<file path="config.mk">
export PLATFORM = sky130hd
export DESIGN_NAME = spi_pkt_slave
export DESIGN_NICKNAME = d
export VERILOG_FILES = /design/src/rtl/spx_pkg.sv /design/src/rtl/spx_sync.sv /design/src/rtl/spx_tx.sv /design/src/rtl/spx_rx.sv /design/src/rtl/spi_pkt_slave.sv
export SDC_FILE = /design/constraint.sdc
export NUM_CORES = 1
export LEC_CHECK = 0
export ABC_CLOCK_PERIOD_IN_PS = 5500
export CORE_MARGIN = 1
export CORE_UTILIZATION = 55
export DETAILED_ROUTE_END_ITERATION = 7
export GPL_ROUTABILITY_DRIVEN = 0
export HOLD_SLACK_MARGIN = 0.03
export PLACE_DENSITY = 0.71
export SLEW_MARGIN = 40
export SYNTH_ARGS = -nofsm -noshare
export SYNTH_HDL_FRONTEND = slang
export SYNTH_SLANG_ARGS = --single-unit
</file>
<file path="constraint.sdc">
create_clock -name clk -period 5.5 [get_ports clk]
set_input_delay 0.825 -clock clk [delete_from_list [all_inputs] [get_ports clk]]
set_output_delay 0.825 -clock clk [all_outputs]
set_load 0.05 [all_outputs]
</file>
<file path="src/rtl/spx_pkg.sv">
package spx_pkg;
    localparam int          WORD_W   = 16;
    localparam logic [31:0] CRC_POLY = 32'h04C1_1DB7;
    localparam logic [31:0] CRC_SEED = 32'hFFFF_FFFF;

    typedef enum logic [1:0] {SES_IDLE, SES_LIVE, SES_CLOSE} ses_state_t;
    typedef enum logic [1:0] {TX_BODY, TX_SUM_HI, TX_SUM_LO, TX_PAD} tx_state_t;
    typedef enum logic [2:0] {RX_HEAD, RX_BODY, RX_SUM_HI, RX_SUM_LO, RX_TAIL} rx_state_t;

    // Advance the CRC register by one word, MSB of the word first.
    function automatic logic [31:0] crc_step(input logic [31:0] c, input logic [WORD_W-1:0] w);
        logic [31:0] r;
        r = c;
        for (int i = WORD_W - 1; i >= 0; i--) begin
            if (r[31] ^ w[i]) r = (r << 1) ^ CRC_POLY;
            else              r = r << 1;
        end
        return r;
    endfunction
endpackage

</file>
<file path="src/rtl/spx_sync.sv">
module spx_sync #(
    parameter int STAGES = 2
) (
    input  logic clk,
    input  logic rst_n,
    input  logic sck_i,
    input  logic csn_i,
    input  logic mosi_i,
    output logic sck_rise,
    output logic sck_fall,
    output logic cs_fall,
    output logic cs_rise,
    output logic mosi_s
);
    localparam int NPIN = 3;
    localparam logic [NPIN-1:0] IDLE_LVL = 3'b010; // {mosi, csn, sck}

    logic [STAGES:0][NPIN-1:0] chain;
    logic [NPIN-1:0] cur, prev;

    always_ff @(posedge clk or negedge rst_n) begin
        if (!rst_n) chain <= {(STAGES+1){IDLE_LVL}};
        else        chain <= {chain[STAGES-1:0], {mosi_i, csn_i, sck_i}};
    end

    assign cur      = chain[STAGES-1];
    assign prev     = chain[STAGES];
    assign sck_rise =  cur[0] & ~prev[0];
    assign sck_fall = ~cur[0] &  prev[0];
    assign cs_fall  = ~cur[1] &  prev[1];
    assign cs_rise  =  cur[1] & ~prev[1];
    assign mosi_s   =  cur[2];
endmodule

</file>
<file path="src/rtl/spx_tx.sv">
module spx_tx
    import spx_pkg::*;
#(
    parameter int MAX_WORDS = 16
) (
    input  logic                         clk,
    input  logic                         rst_n,
    input  logic                         start,
    input  logic                         live,
    input  logic                         sck_rise,
    input  logic [WORD_W-1:0]            tx_data,
    output logic [$clog2(MAX_WORDS)-1:0] tx_addr,
    output logic                         miso
);
    localparam int AW = $clog2(MAX_WORDS);
    localparam int CW = $clog2(MAX_WORDS + 1);

    tx_state_t         st;
    logic [WORD_W-1:0] sh;
    logic [3:0]        bitc;
    logic [CW-1:0]     idx, len, nxt, eff;
    logic [31:0]       crc;

    assign nxt     = idx + CW'(1);
    assign tx_addr = live ? AW'(nxt) : '0;

    always_comb begin
        if (tx_data == '0)                        eff = CW'(1);
        else if (tx_data > WORD_W'(MAX_WORDS))   eff = CW'(MAX_WORDS);
        else                                      eff = CW'(tx_data);
    end

    always_ff @(posedge clk or negedge rst_n) begin
        if (!rst_n) begin
            st <= TX_BODY; sh <= '0; bitc <= '0; idx <= '0; len <= CW'(1);
            crc <= CRC_SEED; miso <= 1'b0;
        end else if (start) begin
            st   <= TX_BODY;
            len  <= eff;
            sh   <= WORD_W'(eff);
            crc  <= crc_step(CRC_SEED, WORD_W'(eff));
            idx  <= '0;
            bitc <= '0;
            miso <= 1'b0;
        end else if (!live) begin
            miso <= 1'b0;
        end else if (sck_rise) begin
            miso <= sh[WORD_W-1];
            sh   <= sh << 1;
            bitc <= bitc + 4'd1;
            if (bitc == 4'd15) begin
                unique case (st)
                    TX_BODY: begin
                        if (nxt < len) begin
                            sh  <= tx_data;
                            crc <= crc_step(crc, tx_data);
                            idx <= nxt;
                        end else begin
                            sh <= crc[31:16];
                            st <= TX_SUM_HI;
                        end
                    end
                    TX_SUM_HI: begin sh <= crc[15:0]; st <= TX_SUM_LO; end
                    TX_SUM_LO: begin sh <= '0;        st <= TX_PAD;    end
                    TX_PAD:    sh <= '0;
                endcase
            end
        end
    end

    assert_len_range_R5: assert property (@(posedge clk) disable iff (!rst_n)
        live |-> (len != '0 && len <= CW'(MAX_WORDS)));
    assert_pad_zero_R4: assert property (@(posedge clk) disable iff (!rst_n)
        (live && st == TX_PAD && $past(st) == TX_PAD && $past(live)) |-> sh == '0);
endmodule

</file>
<file path="src/rtl/spx_rx.sv">
module spx_rx
    import spx_pkg::*;
#(
    parameter int MAX_WORDS = 16
) (
    input  logic                         clk,
    input  logic                         rst_n,
    input  logic                         start,
    input  logic                         live,
    input  logic                         sck_fall,
    input  logic                         mosi,
    output logic                         rx_we,
    output logic [$clog2(MAX_WORDS)-1:0] rx_waddr,
    output logic [WORD_W-1:0]            rx_wdata,
    output logic                         complete,
    output logic                         sum_match,
    output logic                         len_bad
);
    localparam int AW = $clog2(MAX_WORDS);

    rx_state_t         st;
    logic [WORD_W-1:0] sh, w, sum_hi, total, widx;
    logic [3:0]        bitc;
    logic [31:0]       crc;

    assign w        = {sh[WORD_W-2:0], mosi};
    assign complete = (st == RX_TAIL);

    always_ff @(posedge clk or negedge rst_n) begin
        if (!rst_n) begin
            st <= RX_HEAD; sh <= '0; bitc <= '0; widx <= '0; total <= '0;
            sum_hi <= '0; crc <= CRC_SEED; sum_match <= 1'b0; len_bad <= 1'b0;
            rx_we <= 1'b0; rx_waddr <= '0; rx_wdata <= '0;
        end else begin
            rx_we <= 1'b0;
            if (start) begin
                st <= RX_HEAD; bitc <= '0; widx <= '0; crc <= CRC_SEED;
                sum_match <= 1'b0; len_bad <= 1'b0;
            end else if (live && sck_fall) begin
                sh   <= w;
                bitc <= bitc + 4'd1;
                if (bitc == 4'd15) begin
                    unique case (st)
                        RX_HEAD: begin
                            total    <= (w == '0) ? WORD_W'(1) : w;
                            len_bad  <= (w == '0) || (w > WORD_W'(MAX_WORDS));
                            crc      <= crc_step(crc, w);
                            rx_we    <= 1'b1;
                            rx_waddr <= '0;
                            rx_wdata <= w;
                            widx     <= WORD_W'(1);
                            st       <= (w <= WORD_W'(1)) ? RX_SUM_HI : RX_BODY;
                        end
                        RX_BODY: begin
                            crc <= crc_step(crc, w);
                            if (widx < WORD_W'(MAX_WORDS)) begin
                                rx_we    <= 1'b1;
                                rx_waddr <= AW'(widx);
                                rx_wdata <= w;
                            end
                            widx <= widx + WORD_W'(1);
                            if (widx + WORD_W'(1) == total) st <= RX_SUM_HI;
                        end
                        RX_SUM_HI: begin sum_hi <= w; st <= RX_SUM_LO; end
                        RX_SUM_LO: begin sum_match <= ({sum_hi, w} == crc); st <= RX_TAIL; end
                        RX_TAIL: ;
                    endcase
                end
            end
        end
    end

    assert_wr_bound_R6: assert property (@(posedge clk) disable iff (!rst_n)
        rx_we |-> (32'(rx_waddr) < MAX_WORDS));
    assert_no_wr_tail_R6: assert property (@(posedge clk) disable iff (!rst_n)
        ($past(st) == RX_SUM_HI || $past(st) == RX_SUM_LO || $past(st) == RX_TAIL) |-> !rx_we);
endmodule

</file>
<file path="src/rtl/spi_pkt_slave.sv">
module spi_pkt_slave
    import spx_pkg::*;
#(
    parameter int MAX_WORDS   = 16,
    parameter int SYNC_STAGES = 2
) (
    input  logic                         clk,
    input  logic                         rst_n,
    input  logic                         spi_sck,
    input  logic                         spi_cs_n,
    input  logic                         spi_mosi,
    output logic                         spi_miso,
    output logic [$clog2(MAX_WORDS)-1:0] tx_addr,
    input  logic [15:0]                  tx_data,
    output logic                         rx_we,
    output logic [$clog2(MAX_WORDS)-1:0] rx_waddr,
    output logic [15:0]                  rx_wdata,
    output logic                         done,
    output logic                         crc_ok,
    output logic                         truncated
);
    logic sck_rise, sck_fall, cs_fall, cs_rise, mosi_s;
    logic start, live, complete, sum_match, len_bad;
    ses_state_t ses, ses_nx;

    spx_sync #(.STAGES(SYNC_STAGES)) u_sync (
        .clk(clk), .rst_n(rst_n), .sck_i(spi_sck), .csn_i(spi_cs_n), .mosi_i(spi_mosi),
        .sck_rise(sck_rise), .sck_fall(sck_fall), .cs_fall(cs_fall), .cs_rise(cs_rise),
        .mosi_s(mosi_s));

    assign start = (ses == SES_IDLE) && cs_fall;
    assign live  = (ses == SES_LIVE);

    spx_tx #(.MAX_WORDS(MAX_WORDS)) u_tx (
        .clk(clk), .rst_n(rst_n), .start(start), .live(live), .sck_rise(sck_rise),
        .tx_data(tx_data), .tx_addr(tx_addr), .miso(spi_miso));

    spx_rx #(.MAX_WORDS(MAX_WORDS)) u_rx (
        .clk(clk), .rst_n(rst_n), .start(start), .live(live), .sck_fall(sck_fall),
        .mosi(mosi_s), .rx_we(rx_we), .rx_waddr(rx_waddr), .rx_wdata(rx_wdata),
        .complete(complete), .sum_match(sum_match), .len_bad(len_bad));

    always_comb begin
        ses_nx = ses;
        unique case (ses)
            SES_IDLE:  if (cs_fall) ses_nx = SES_LIVE;
            SES_LIVE:  if (cs_rise) ses_nx = SES_CLOSE;
            SES_CLOSE: ses_nx = SES_IDLE;
        endcase
    end

    always_ff @(posedge clk or negedge rst_n) begin
        if (!rst_n) ses <= SES_IDLE;
        else        ses <= ses_nx;
    end

    always_ff @(posedge clk or negedge rst_n) begin
        if (!rst_n) begin
            crc_ok <= 1'b0; truncated <= 1'b0;
        end else if (start) begin
            crc_ok <= 1'b0; truncated <= 1'b0;
        end else if (live && cs_rise) begin
            truncated <= !complete;
            crc_ok    <= complete && sum_match && !len_bad;
        end
    end

    assign done = (ses == SES_CLOSE);

    assert_done_pulse_R7: assert property (@(posedge clk) disable iff (!rst_n)
        done |=> !done);
    assert_flags_excl_R8: assert property (@(posedge clk) disable iff (!rst_n)
        crc_ok |-> !truncated);
    assert_flags_clear_R11: assert property (@(posedge clk) disable iff (!rst_n)
        start |=> (!crc_ok && !truncated));
endmodule

</file>
==> summary.md, run 1 <==
| Metric | Value |
|---|---|
| Status | `finished, final reports clean` |
| Post-Synth Adder-Cell Area | `1.32%` |
| Clock root buffer master | `clkbuf_16` |
| Chip width | `157 µm` |
| CP endpoint kind | `register` |
| WL final | `32500 µm` |
| Pin slew with the least headroom to its limit | `0.850 ns` |
| Utilization after layout | `62.5%` |
| Post-Synth Simple-Gate Area | `11.7%` |
| GRT Util Overall | `27.7%` |
| RSZ-0062 raised after global routing | `no` |
| Vias in the first global route | `9478` |
| Critical Path AT | `4.09 ns` |
| Ys Warns | `0` |
| Highest clock rate | `274 MHz` |
| WP data required | `5.95 ns` |
| Synthesized flop and latch total | `202` |
| Share of cells above drive strength 1 | `17.4%` |
| Core area | `0.0235 mm²` |
| Fin crit period | `3.65 ns` |
| Ys flop type | `dfrtp_1` |
| Cell count of the worst reg-to-reg path | `9` |
| Flop2flop setup slack | `1.85 ns` |
| DP Cell Count | `1615` |
| RR Startpoint | `ses[1]$_DFFE_PN0P_` |
| Peak VDD IR | `0.431 mV` |
| Layout area overhead | `11.1%` |
| Fraction of the mapped netlist area in compound gates | `12.1%` |
| Worst Path Max Fanout | `30` |
| CTS tree | `done` |
| Max transition margin | `43.0%` |
| Routed len/inst | `19.6 µm` |
| Detailed Routing Iterations Pass 1 | `5` |
| Mux cell area share after synthesis | `4.71%` |
| Worst hold path class | `input port to async pin` |
| Area of the die | `0.0247 mm²` |
| Setup violators final | `0` |
| Post-Syn Nets | `1350` |
| Clk Latency, worst-skew pair | `0.53 ns` |
| Mapped Cells | `1315` |
| Origin of the worst setup path | `ses[1]$_DFFE_PN0P_` |
| Sink Count | `202` |
| DIE HEIGHT | `157 µm` |
| I/O pin total | `50` |
| Initial antenna violation count | `0` |
| Residual DRC count | `0` |
| EDFF count, synth | `0` |
| Synthesized area per cell | `10.1 µm²` |
| DP HPWL | `23100 µm` |
| H-tree depth | `1` |
| Main combinational cell family by area after synthesis | `XOR/XNOR gates` |
| Initial Utilization | `56.3%` |
| Largest net degree at the start of global routing | `120` |
| Hold Fails Final Rpt | `0` |
| Cts hold-fix bufs | `0` |
| Post-synthesis sequential area ratio | `38.8%` |
| Placement Rows | `56` |
| Post-CTS setup buffer count | `0` |
| Total grt overflow | `0` |
| First-pass GRT wire length | `52800 µm` |
| Slew Viols, Final | `0` |
| FF-to-FF End | `u_rx.rx_waddr[2]$_DFFE_PN0P_` |
| Leak Pwr | `6.06 nW` |
| Setup tns final | `0 ns` |
| Fin Hold WS | `0.309 ns` |
| Distinct cells, synth | `60` |
| I/O Buffers | `49` |
| Routed vias | `9594` |
| CP Launch Type | `register` |
| ANT nets after route | `0` |
| Fillcell total | `1995` |
| Final Skew | `0.0259 ns` |
| CTS buffer count | `23` |
| Post-synthesis async set-or-reset flop share | `100%` |
| Drt via density | `5.79` |
| Clock-pin slew on the worst setup and hold paths | `0.06 ns` |
| Diode count | `0` |
| WS Path Type | `register to register` |
| NumNets Final | `1356` |
| 1st-iter DRT viols | `695` |
| Max clock buf depth | `3` |
| Final period utilization | `66.3%` |
| Power Dens Cells | `608 mW/mm²` |
| Post_cts resized | `0` |
| Finished Layout Cells | `1657` |
| Mapped Area | `0.0133 mm²` |
| Max_cap viols | `0` |
| Synth Area in XOR/XNOR | `28.5%` |
-- routing by layer --
metal	vias to the layer above	share of wire, %	track usage (%)	wire length, µm
met4	0	4.0	10.2	1300
met5	-	0	0	0
li1	4515	-	-	-
met1	4733	43	36.7	14100
met3	76	4.5	3.28	1470
met2	270	48	46.7	15700
-- critical path: stages, from the launching register on --
cell     delay (ns)
dfrtp_1        0.39
inv_1          0.12
ha_1           0.38
nand3_1        0.30
nor3_1         0.60
nand2_2        0.50
nor3_2         0.78
buf_4          0.31
nand3_1        0.10
nand2_1        0.09
-- logic make-up (layout without fill, tap and decap cells) --
| family | count (synthesis) | in the layout |
|---|---|---|
| xor gates and xnor gates | 349 | 349 |
| and+or+nand+nor | 338 | 338 |
| AOI/OAI and AO/OA | 255 | 255 |
| DFF | 202 | 202 |
| buffers and inverters | 101 | 124 |
| muxes | 56 | 56 |
| adders and majority gates | 14 | 14 |
-- through the flow --
| stage | total power, mW | setup WS, ns | area (µm²) |
|---|---|---|---|
| 2_1_floorplan | 6.44 | 2.33 | 13300 |
| 3_3_place_gp | 7.41 | 1.62 | 14000 |
| 3_5_place_dp | 7.44 | 1.57 | 14000 |
| 4_1_cts | 8.97 | 1.83 | 14700 |
| 5_1_grt | 9.46 | 1.57 | 14700 |
| 6_report | 8.95 | 1.85 | 14700 |
-- worst max path at each step --
| stage | cells after the start | endpoint |
|---|---|---|
| CTS | 9 | u_tx.crc[28]$_DFFE_PN1P_ |
| global placement | 9 | u_tx.crc[28]$_DFFE_PN1P_ |
| floorplan | 11 | u_tx.sh[7]$_DFFE_PN0P_ |
| global route | 9 | u_rx.rx_waddr[2]$_DFFE_PN0P_ |
| detailed placement | 9 | u_tx.crc[28]$_DFFE_PN1P_ |
| finish | 9 | u_rx.rx_waddr[2]$_DFFE_PN0P_ |
-- layout by cell type (no fill, tap or decap), types with 13 or more instances in the layout --
master	count
dfrtp_1	134
o211ai_1	17
a31oi_1	13
ha_1	14
nand2_1	119
nor2_1	86
xnor2_2	21
a21oi_1	61
nand3_1	31
xnor2_1	223
nor3_1	22
clkbuf_16	24
xnor2_4	13
a2bb2oi_1	14
dfstp_2	68
xor2_1	65
inv_1	20
clkdlybuf4s50_1	48
a22o_1	15
mux2_2	51
o21ai_0	72
a221oi_1	15
-- cells in the mapped netlist (4+ instances only) --
| cell type | n | share of area [%] |
|---|---|---|
| a211oi_1 | 7 | 0.40 |
| a21o_1 | 5 | 0.28 |
| a21oi_1 | 62 | 2.3 |
| a221oi_1 | 15 | 0.99 |
| a22o_1 | 15 | 0.99 |
| a2bb2oi_1 | 14 | 0.92 |
| a31oi_1 | 13 | 0.61 |
| and2_1 | 8 | 0.38 |
| and3_1 | 7 | 0.33 |
| buf_1 | 9 | 0.25 |
| buf_2 | 10 | 0.38 |
| clkbuf_1 | 61 | 1.7 |
| dfrtp_1 | 134 | 25 |
| dfstp_2 | 68 | 13 |
| ha_1 | 14 | 1.3 |
| inv_1 | 20 | 0.57 |
| mux2_2 | 51 | 4.3 |
| mux2i_1 | 5 | 0.38 |
| nand2_1 | 121 | 3.4 |
| nand2b_1 | 4 | 0.19 |
| nand3_1 | 33 | 1.2 |
| nand4_1 | 11 | 0.52 |
| nor2_1 | 87 | 2.5 |
| nor2b_1 | 6 | 0.28 |
| nor3_1 | 24 | 0.91 |
| nor3b_1 | 4 | 0.23 |
| nor4_1 | 12 | 0.57 |
| o211ai_1 | 17 | 0.96 |
| o21ai_0 | 72 | 2.7 |
| o21ai_1 | 12 | 0.45 |
| o31ai_1 | 9 | 0.51 |
| or3_1 | 10 | 0.47 |
| xnor2_1 | 223 | 15 |
| xnor2_2 | 21 | 2.6 |
| xnor2_4 | 13 | 2.7 |
| xnor3_1 | 9 | 1.5 |
| xnor3_2 | 4 | 0.72 |
| xor2_1 | 65 | 4.3 |
| xor2_2 | 11 | 1.3 |
-- cell type report --
type | count | area (µm²) | area share (%)
multi-input cells | 1012 | 7760 | 52.7
flip-flops and latches | 202 | 5140 | 34.9
clock buffers | 34 | 657 | 4.46
repair buffers | 62 | 616 | 4.18
well taps | 319 | 399 | 2.71
inverters | 20 | 75.1 | 0.510
clock inverters | 8 | 72.6 | 0.493
-- report_power, final --
| group | total, mW | internal [mW] | switching (mW) |
|---|---|---|---|
| combinational | 5.52 | 2.66 | 2.86 |
| clock | 1.48 | 0.873 | 0.607 |
| sequential | 1.95 | 1.71 | 0.242 |
-- flip-flops by register name, summed over array words and instances, names as in the netlist, 4 cells and up --
signal         cells
u_tx.crc          32
u_rx.sh           15
u_rx.bitc          4
u_rx.rx_waddr      4
u_rx.sum_hi       16
u_tx.len           5
u_tx.bitc          4
u_tx.idx           5
u_rx.widx         16
u_rx.crc          32
u_tx.sh           16
u_rx.total        16
u_rx.rx_wdata     16
(Power assumes the default switching activity.)
==> inputs of run 2 (changes only) <==
- ABC_CLOCK_PERIOD_IN_PS: 5500 -> 3200
- PLACE_DENSITY: 0.71 -> 0.74
- clock period: 5.5 -> 3.2 ns (I/O delays scaled with it)
==> summary.md, run 2 (synthesized netlist as in run 1, its figures left out) <==
| Metric | Value |
|---|---|
| Status | `finished, final reports clean` |
| Routed vias | `10200` |
| Detailed Routing Iterations Pass 1 | `5` |
| Worst Path Max Fanout | `15` |
| Critical Path AT | `3.45 ns` |
| DP HPWL | `25100 µm` |
| Hold Fails Final Rpt | `0` |
| Highest clock rate | `327 MHz` |
| I/O pin total | `50` |
| Placement Rows | `56` |
| Residual DRC count | `0` |
| Leak Pwr | `6.52 nW` |
| Most frequent cells in the layout | `223 x xnor2_1, 134 x dfrtp_1, 121 x nand2_1` |
| Vias in the first global route | `10200` |
| Setup violators final | `0` |
| Clk Latency, worst-skew pair | `0.53 ns` |
| WP data required | `3.60 ns` |
| First-pass GRT wire length | `56000 µm` |
| Max clock buf depth | `3` |
| 1st-iter DRT viols | `685` |
| Clock-pin slew on the worst setup and hold paths | `0.06 ns` |
| I/O Buffers | `49` |
| Largest net degree at the start of global routing | `85` |
| Diode count | `0` |
| Layout area overhead | `16.7%` |
| Overall Power | `16.2 mW` |
| Biggest registers after layout | `u_rx.crc x32, u_tx.crc x32` |
| Final Skew | `0.00964 ns` |
| GRT Util Overall | `29.4%` |
| Fin crit period | `3.06 ns` |
| Total grt overflow | `0` |
| Power Dens Cells | `1050 mW/mm²` |
| Routed len/inst | `19.9 µm` |
| NumNets Final | `1440` |
| Utilization after layout | `65.7%` |
| Chip width | `157 µm` |
| H-tree depth | `1` |
| Drt via density | `5.83` |
| RSZ-0062 raised after global routing | `no` |
| Clock root buffer master | `clkbuf_16` |
| DIE HEIGHT | `157 µm` |
| Max transition margin | `52.2%` |
| Share of cells above drive strength 1 | `22.5%` |
| Peak VDD IR | `0.928 mV` |
| Area of the die | `0.0247 mm²` |
| Sink Count | `202` |
| ANT nets after route | `0` |
| Cts hold-fix bufs | `0` |
| WL final | `34700 µm` |
| Slew Viols, Final | `0` |
| Max_cap viols | `0` |
| Worst hold path class | `input port to async pin` |
| Initial antenna violation count | `0` |
| WS Path Type | `register to register` |
| CP Launch Type | `register` |
| Core area | `0.0235 mm²` |
| CP endpoint kind | `register` |
| CTS buffer count | `24` |
| Commonest non-fill, non-tap cell in the layout | `xnor2_1` |
| Final period utilization | `95.5%` |
| Pin slew with the least headroom to its limit | `0.712 ns` |
| CTS tree | `done` |
| Initial Utilization | `56.3%` |
==> run 2: timing repair <==
action / in CTS / in global routing
resized for setup: 2 / 3
endpoints found under the setup margin: 2 / 9
setup buffers: 0 / 3
pin swaps: 0 / 1
==> run 2: routing by layer <==
metal | global-route usage, % | vias up | share of wire, %
met5 | 0 | - | 0
met4 | 12.7 | 0 | 4.5
met1 | 38.3 | 5008 | 41
met3 | 3.55 | 96 | 5.8
met2 | 49.3 | 357 | 49
li1 | - | 4693 | -
==> run 2: worst paths after layout <==
check	start	to	slack, ns	cells after the start
max	u_tx.idx[0]$_DFFE_PN0P_	u_tx.sh[10]$_DFFE_PN0P_	0.14	12
min in group clk	u_sync.chain[0]$_DFF_PN0_	u_sync.cur[0]$_DFF_PN0_	0.35	0
min reg2reg	u_sync.chain[0]$_DFF_PN0_	u_sync.cur[0]$_DFF_PN0_	0.35	0
max in group asynchronous	rst_n	u_rx.crc[31]$_DFFE_PN1P_	2.34	2
min	rst_n	u_tx.idx[4]$_DFFE_PN0P_	0.003	1
max reg2reg	u_tx.idx[0]$_DFFE_PN0P_	u_tx.sh[10]$_DFFE_PN0P_	0.14	12
==> run 2: worst max-delay path, stage by stage, from the launching register on <==
cell and delay (ns):
dfrtp_1 0.39, ha_1 0.33, ha_1 0.29, a21boi_0 0.11, o21ai_0 0.17, a21oi_1 0.11, a211oi_2 0.23, buf_12 0.20
mux2_2 0.39, a221oi_2 0.33, buf_4 0.17, a2bb2oi_1 0.15, nor2_1 0.06
==> run 2: final cells by class <==
class	instances	area [µm²]
fill	1871	8070
multi-input combinational	1012	7770
sequential	202	5140
timing repair buffer	145	1280
clock buffer	30	664
tap	319	399
clock inverter	14	145
inverter	20	75.1
==> run 2: power breakdown <==
group	switching [mW]	internal, mW
Clock	1.13	1.65
Combinational	5.27	4.90
Sequential	0.343	2.94
Total	6.75	9.48
==> run 2: through the flow <==
step / std cells / setup WS, ns / hold slack [ns] / area (µm²) / setup TNS (ns)
6_report: 1742 / 0.145 / 0.00295 / 15500 / 0
5_1_grt: 1742 / 0.00453 / 0.0579 / 15500 / 0
4_1_cts: 1739 / 0.0223 / 0.0319 / 15400 / 0
3_5_place_dp: 1695 / -0.0342 / 0.340 / 14600 / -0.0675
3_3_place_gp: 1695 / 0.0238 / 0.335 / 14600 / 0
2_1_floorplan: 1315 / 0.0265 / 0.184 / 13300 / 0
==> inputs of run 3 (changes only) <==
- CORE_MARGIN: 1 -> not set
- CORE_UTILIZATION: 55 -> 56
- PLACE_DENSITY: 0.74 -> 0.75
==> summary.md, run 3 (synthesized netlist as in run 1, its figures left out) <==
| Metric | Value |
|---|---|
| Status | `finished, final reports clean` |
| RR Startpoint | `u_tx.idx[0]$_DFFE_PN0P_` |
| DP HPWL | `24600 µm` |
| Crit path max-delay family | `compound AO/OA/AOI/OAI gates` |
| Sink Count | `202` |
| DIE HEIGHT | `156 µm` |
| Fin Hold WS | `0.352 ns` |
| Setup ws final | `0.141 ns` |
| Register area | `0.00514 mm²` |
| Drt via density | `5.81` |
| Area after DPL | `0.0146 mm²` |
| Worst hold path class | `register to register` |
| Placement Rows | `55` |
| Area taken by multi-input logic gates | `0.00774 mm²` |
| Setup tns final | `0 ns` |
| GRT Util Overall | `29.0%` |
| Residual DRC count | `0` |
| Detailed Routing Iterations Pass 1 | `5` |
| Critical Path AT | `3.46 ns` |
| Clock-pin slew on the worst setup and hold paths | `0.06 ns` |
| Setup WS pre-CTS | `0.0723 ns` |
| Cell depth of the worst hold path | `0` |
| Share of cells above drive strength 1 | `21.4%` |
| Highest clock rate | `327 MHz` |
| Initial antenna violation count | `0` |
| Max clock buf depth | `3` |
| WS Path Type | `register to register` |
| Max_cap viols | `0` |
| Fin crit period | `3.06 ns` |
| FF-to-FF End | `u_tx.sh[11]$_DFFE_PN0P_` |
| Setup violators final | `0` |
| Hold path start | `u_sync.chain[0]$_DFF_PN0_` |
| Final Skew | `0.0174 ns` |
| 1st-iter DRT viols | `686` |
| Max transition margin | `46.0%` |
| Post-route design area | `0.0154 mm²` |
| CTS buffer count | `23` |
| Pin slew with the least headroom to its limit | `0.807 ns` |
| Most frequent cells in the layout | `223 x xnor2_1, 134 x dfrtp_1, 121 x nand2_1` |
| Area of the die | `0.0243 mm²` |
| Biggest registers after layout | `u_rx.crc x32, u_tx.crc x32` |
| Peak VDD IR | `1.00 mV` |
| CP dominant cell by count | `ha_1` |
| Slew Viols, Final | `0` |
| Total grt overflow | `0` |
| CP Launch Type | `register` |
| Post-CTS setup buffer count | `0` |
| Clk Latency, worst-skew pair | `0.53 ns` |
| Routed len/inst | `19.9 µm` |
| ANT nets after route | `0` |
| I/O pin total | `50` |
| Vias in the first global route | `9978` |
| Largest net degree at the start of global routing | `92` |
| Layout area overhead | `15.8%` |
| Flop2flop setup slack | `0.14 ns` |
| Hold EP | `u_sync.cur[0]$_DFF_PN0_` |
| Final period utilization | `95.6%` |
| Fillcell total | `1790` |
| NumNets Final | `1436` |
| CP endpoint kind | `register` |
| WP data required | `3.60 ns` |
| CP max stage cell | `a221oi_1` |
| Chip width | `156 µm` |
| Worst Path Max Fanout | `19` |
| RSZ-0062 raised after global routing | `no` |
| CP Buf/Inv Count | `1` |
| H-tree depth | `1` |
| CTS tree | `done` |
| Clock root buffer master | `clkbuf_16` |
| Slowest stage delay, CP | `0.43 ns` |
| Diode count | `0` |
| Hold Fails Final Rpt | `0` |
| Initial Utilization | `57.9%` |
| Routed vias | `10100` |
| WL final | `34400 µm` |
| First-pass GRT wire length | `54700 µm` |
| I/O Buffers | `49` |
| Core area | `0.0229 mm²` |
| Leak Pwr | `6.47 nW` |
| Cell count of the worst reg-to-reg path | `11` |
| Commonest non-fill, non-tap cell in the layout | `xnor2_1` |
| Worst path cell trace | `ha_1 > ha_1 > a21boi_0 > o21ai_0 > a21oi_1 > a211oi_2 > buf_12 > mux2_2 > a221oi_1 > a2bb2oi_1 > nor2_1` |
| Power Dens Cells | `1040 mW/mm²` |
| Utilization after layout | `67.0%` |
[run 3: cell type report]
type	instances	area share, %
Clock inverter	9	0.587
Tap cell	313	2.55
Inverter	20	0.489
Timing Repair Buffer	142	8.42
Clock buffer	33	4.06
Sequential cell	202	33.5
Multi-Input combinational cell	1012	50.4
[run 3: metrics by stage]
stage                     std cells  power [mW]
after floorplan                1315        11.1
final                          1731        16.0
after global placement         1687        13.3
after CTS                      1729        16.0
after detailed placement       1687        13.4
after global routing           1731        16.9
[run 3: timing repair]
item / in CTS / in global routing
endpoints found under the hold margin: 0 / 18
hold buffers: 0 / 1
endpoints found under the setup margin: 0 / 2
gates resized for setup: 0 / 2
[run 3: worst register-to-register path: cells and delay by family (launching register included)]
kind                       cells  cell delay, ns
and+or+nand+nor                1            0.05
DFF                            1            0.38
muxes                          1            0.37
buffers and inverters          1            0.21
adders and majority gates      2            0.62
AOI/OAI and AO/OA              6            1.30
[run 3: worst max path at each step]
| stage | startpoint | end | slack [ns] | cells past startpoint |
|---|---|---|---|---|
| 2_1_floorplan | u_tx.idx[0]$_DFFE_PN0P_ | u_tx.sh[7]$_DFFE_PN0P_ | 0.03 | 11 |
| 6_report | u_tx.idx[0]$_DFFE_PN0P_ | u_tx.sh[11]$_DFFE_PN0P_ | 0.14 | 11 |
| 3_5_place_dp | tx_data[15] | u_tx.crc[12]$_DFFE_PN1P_ | 0.07 | 9 |
| 3_3_place_gp | tx_data[10] | u_tx.crc[9]$_DFFE_PN1P_ | 0.11 | 9 |
| 4_1_cts | u_tx.idx[0]$_DFFE_PN0P_ | u_tx.sh[5]$_DFFE_PN0P_ | 0.1 | 11 |
| 5_1_grt | ses[1]$_DFFE_PN0P_ | u_rx.rx_wdata[13]$_DFFE_PN0P_ | 0.004 | 8 |
[run 3: metal layers]
| layer | GRT usage (%) | vias to the layer above | wire (µm) |
|---|---|---|---|
| met5 | 0 | - | 0 |
| met4 | 11.2 | 0 | 1350 |
| met3 | 3.89 | 86 | 1870 |
| met2 | 49.5 | 316 | 16900 |
| met1 | 37.3 | 4990 | 14300 |
| li1 | - | 4661 | - |
[run 3: report_power, final]
group	total, mW	internal, mW	leakage, nW	switching (mW)
sequential	3.30	2.94	2.54	0.365
combinational	10.2	4.95	3.59	5.24
clock	2.54	1.45	0.345	1.09
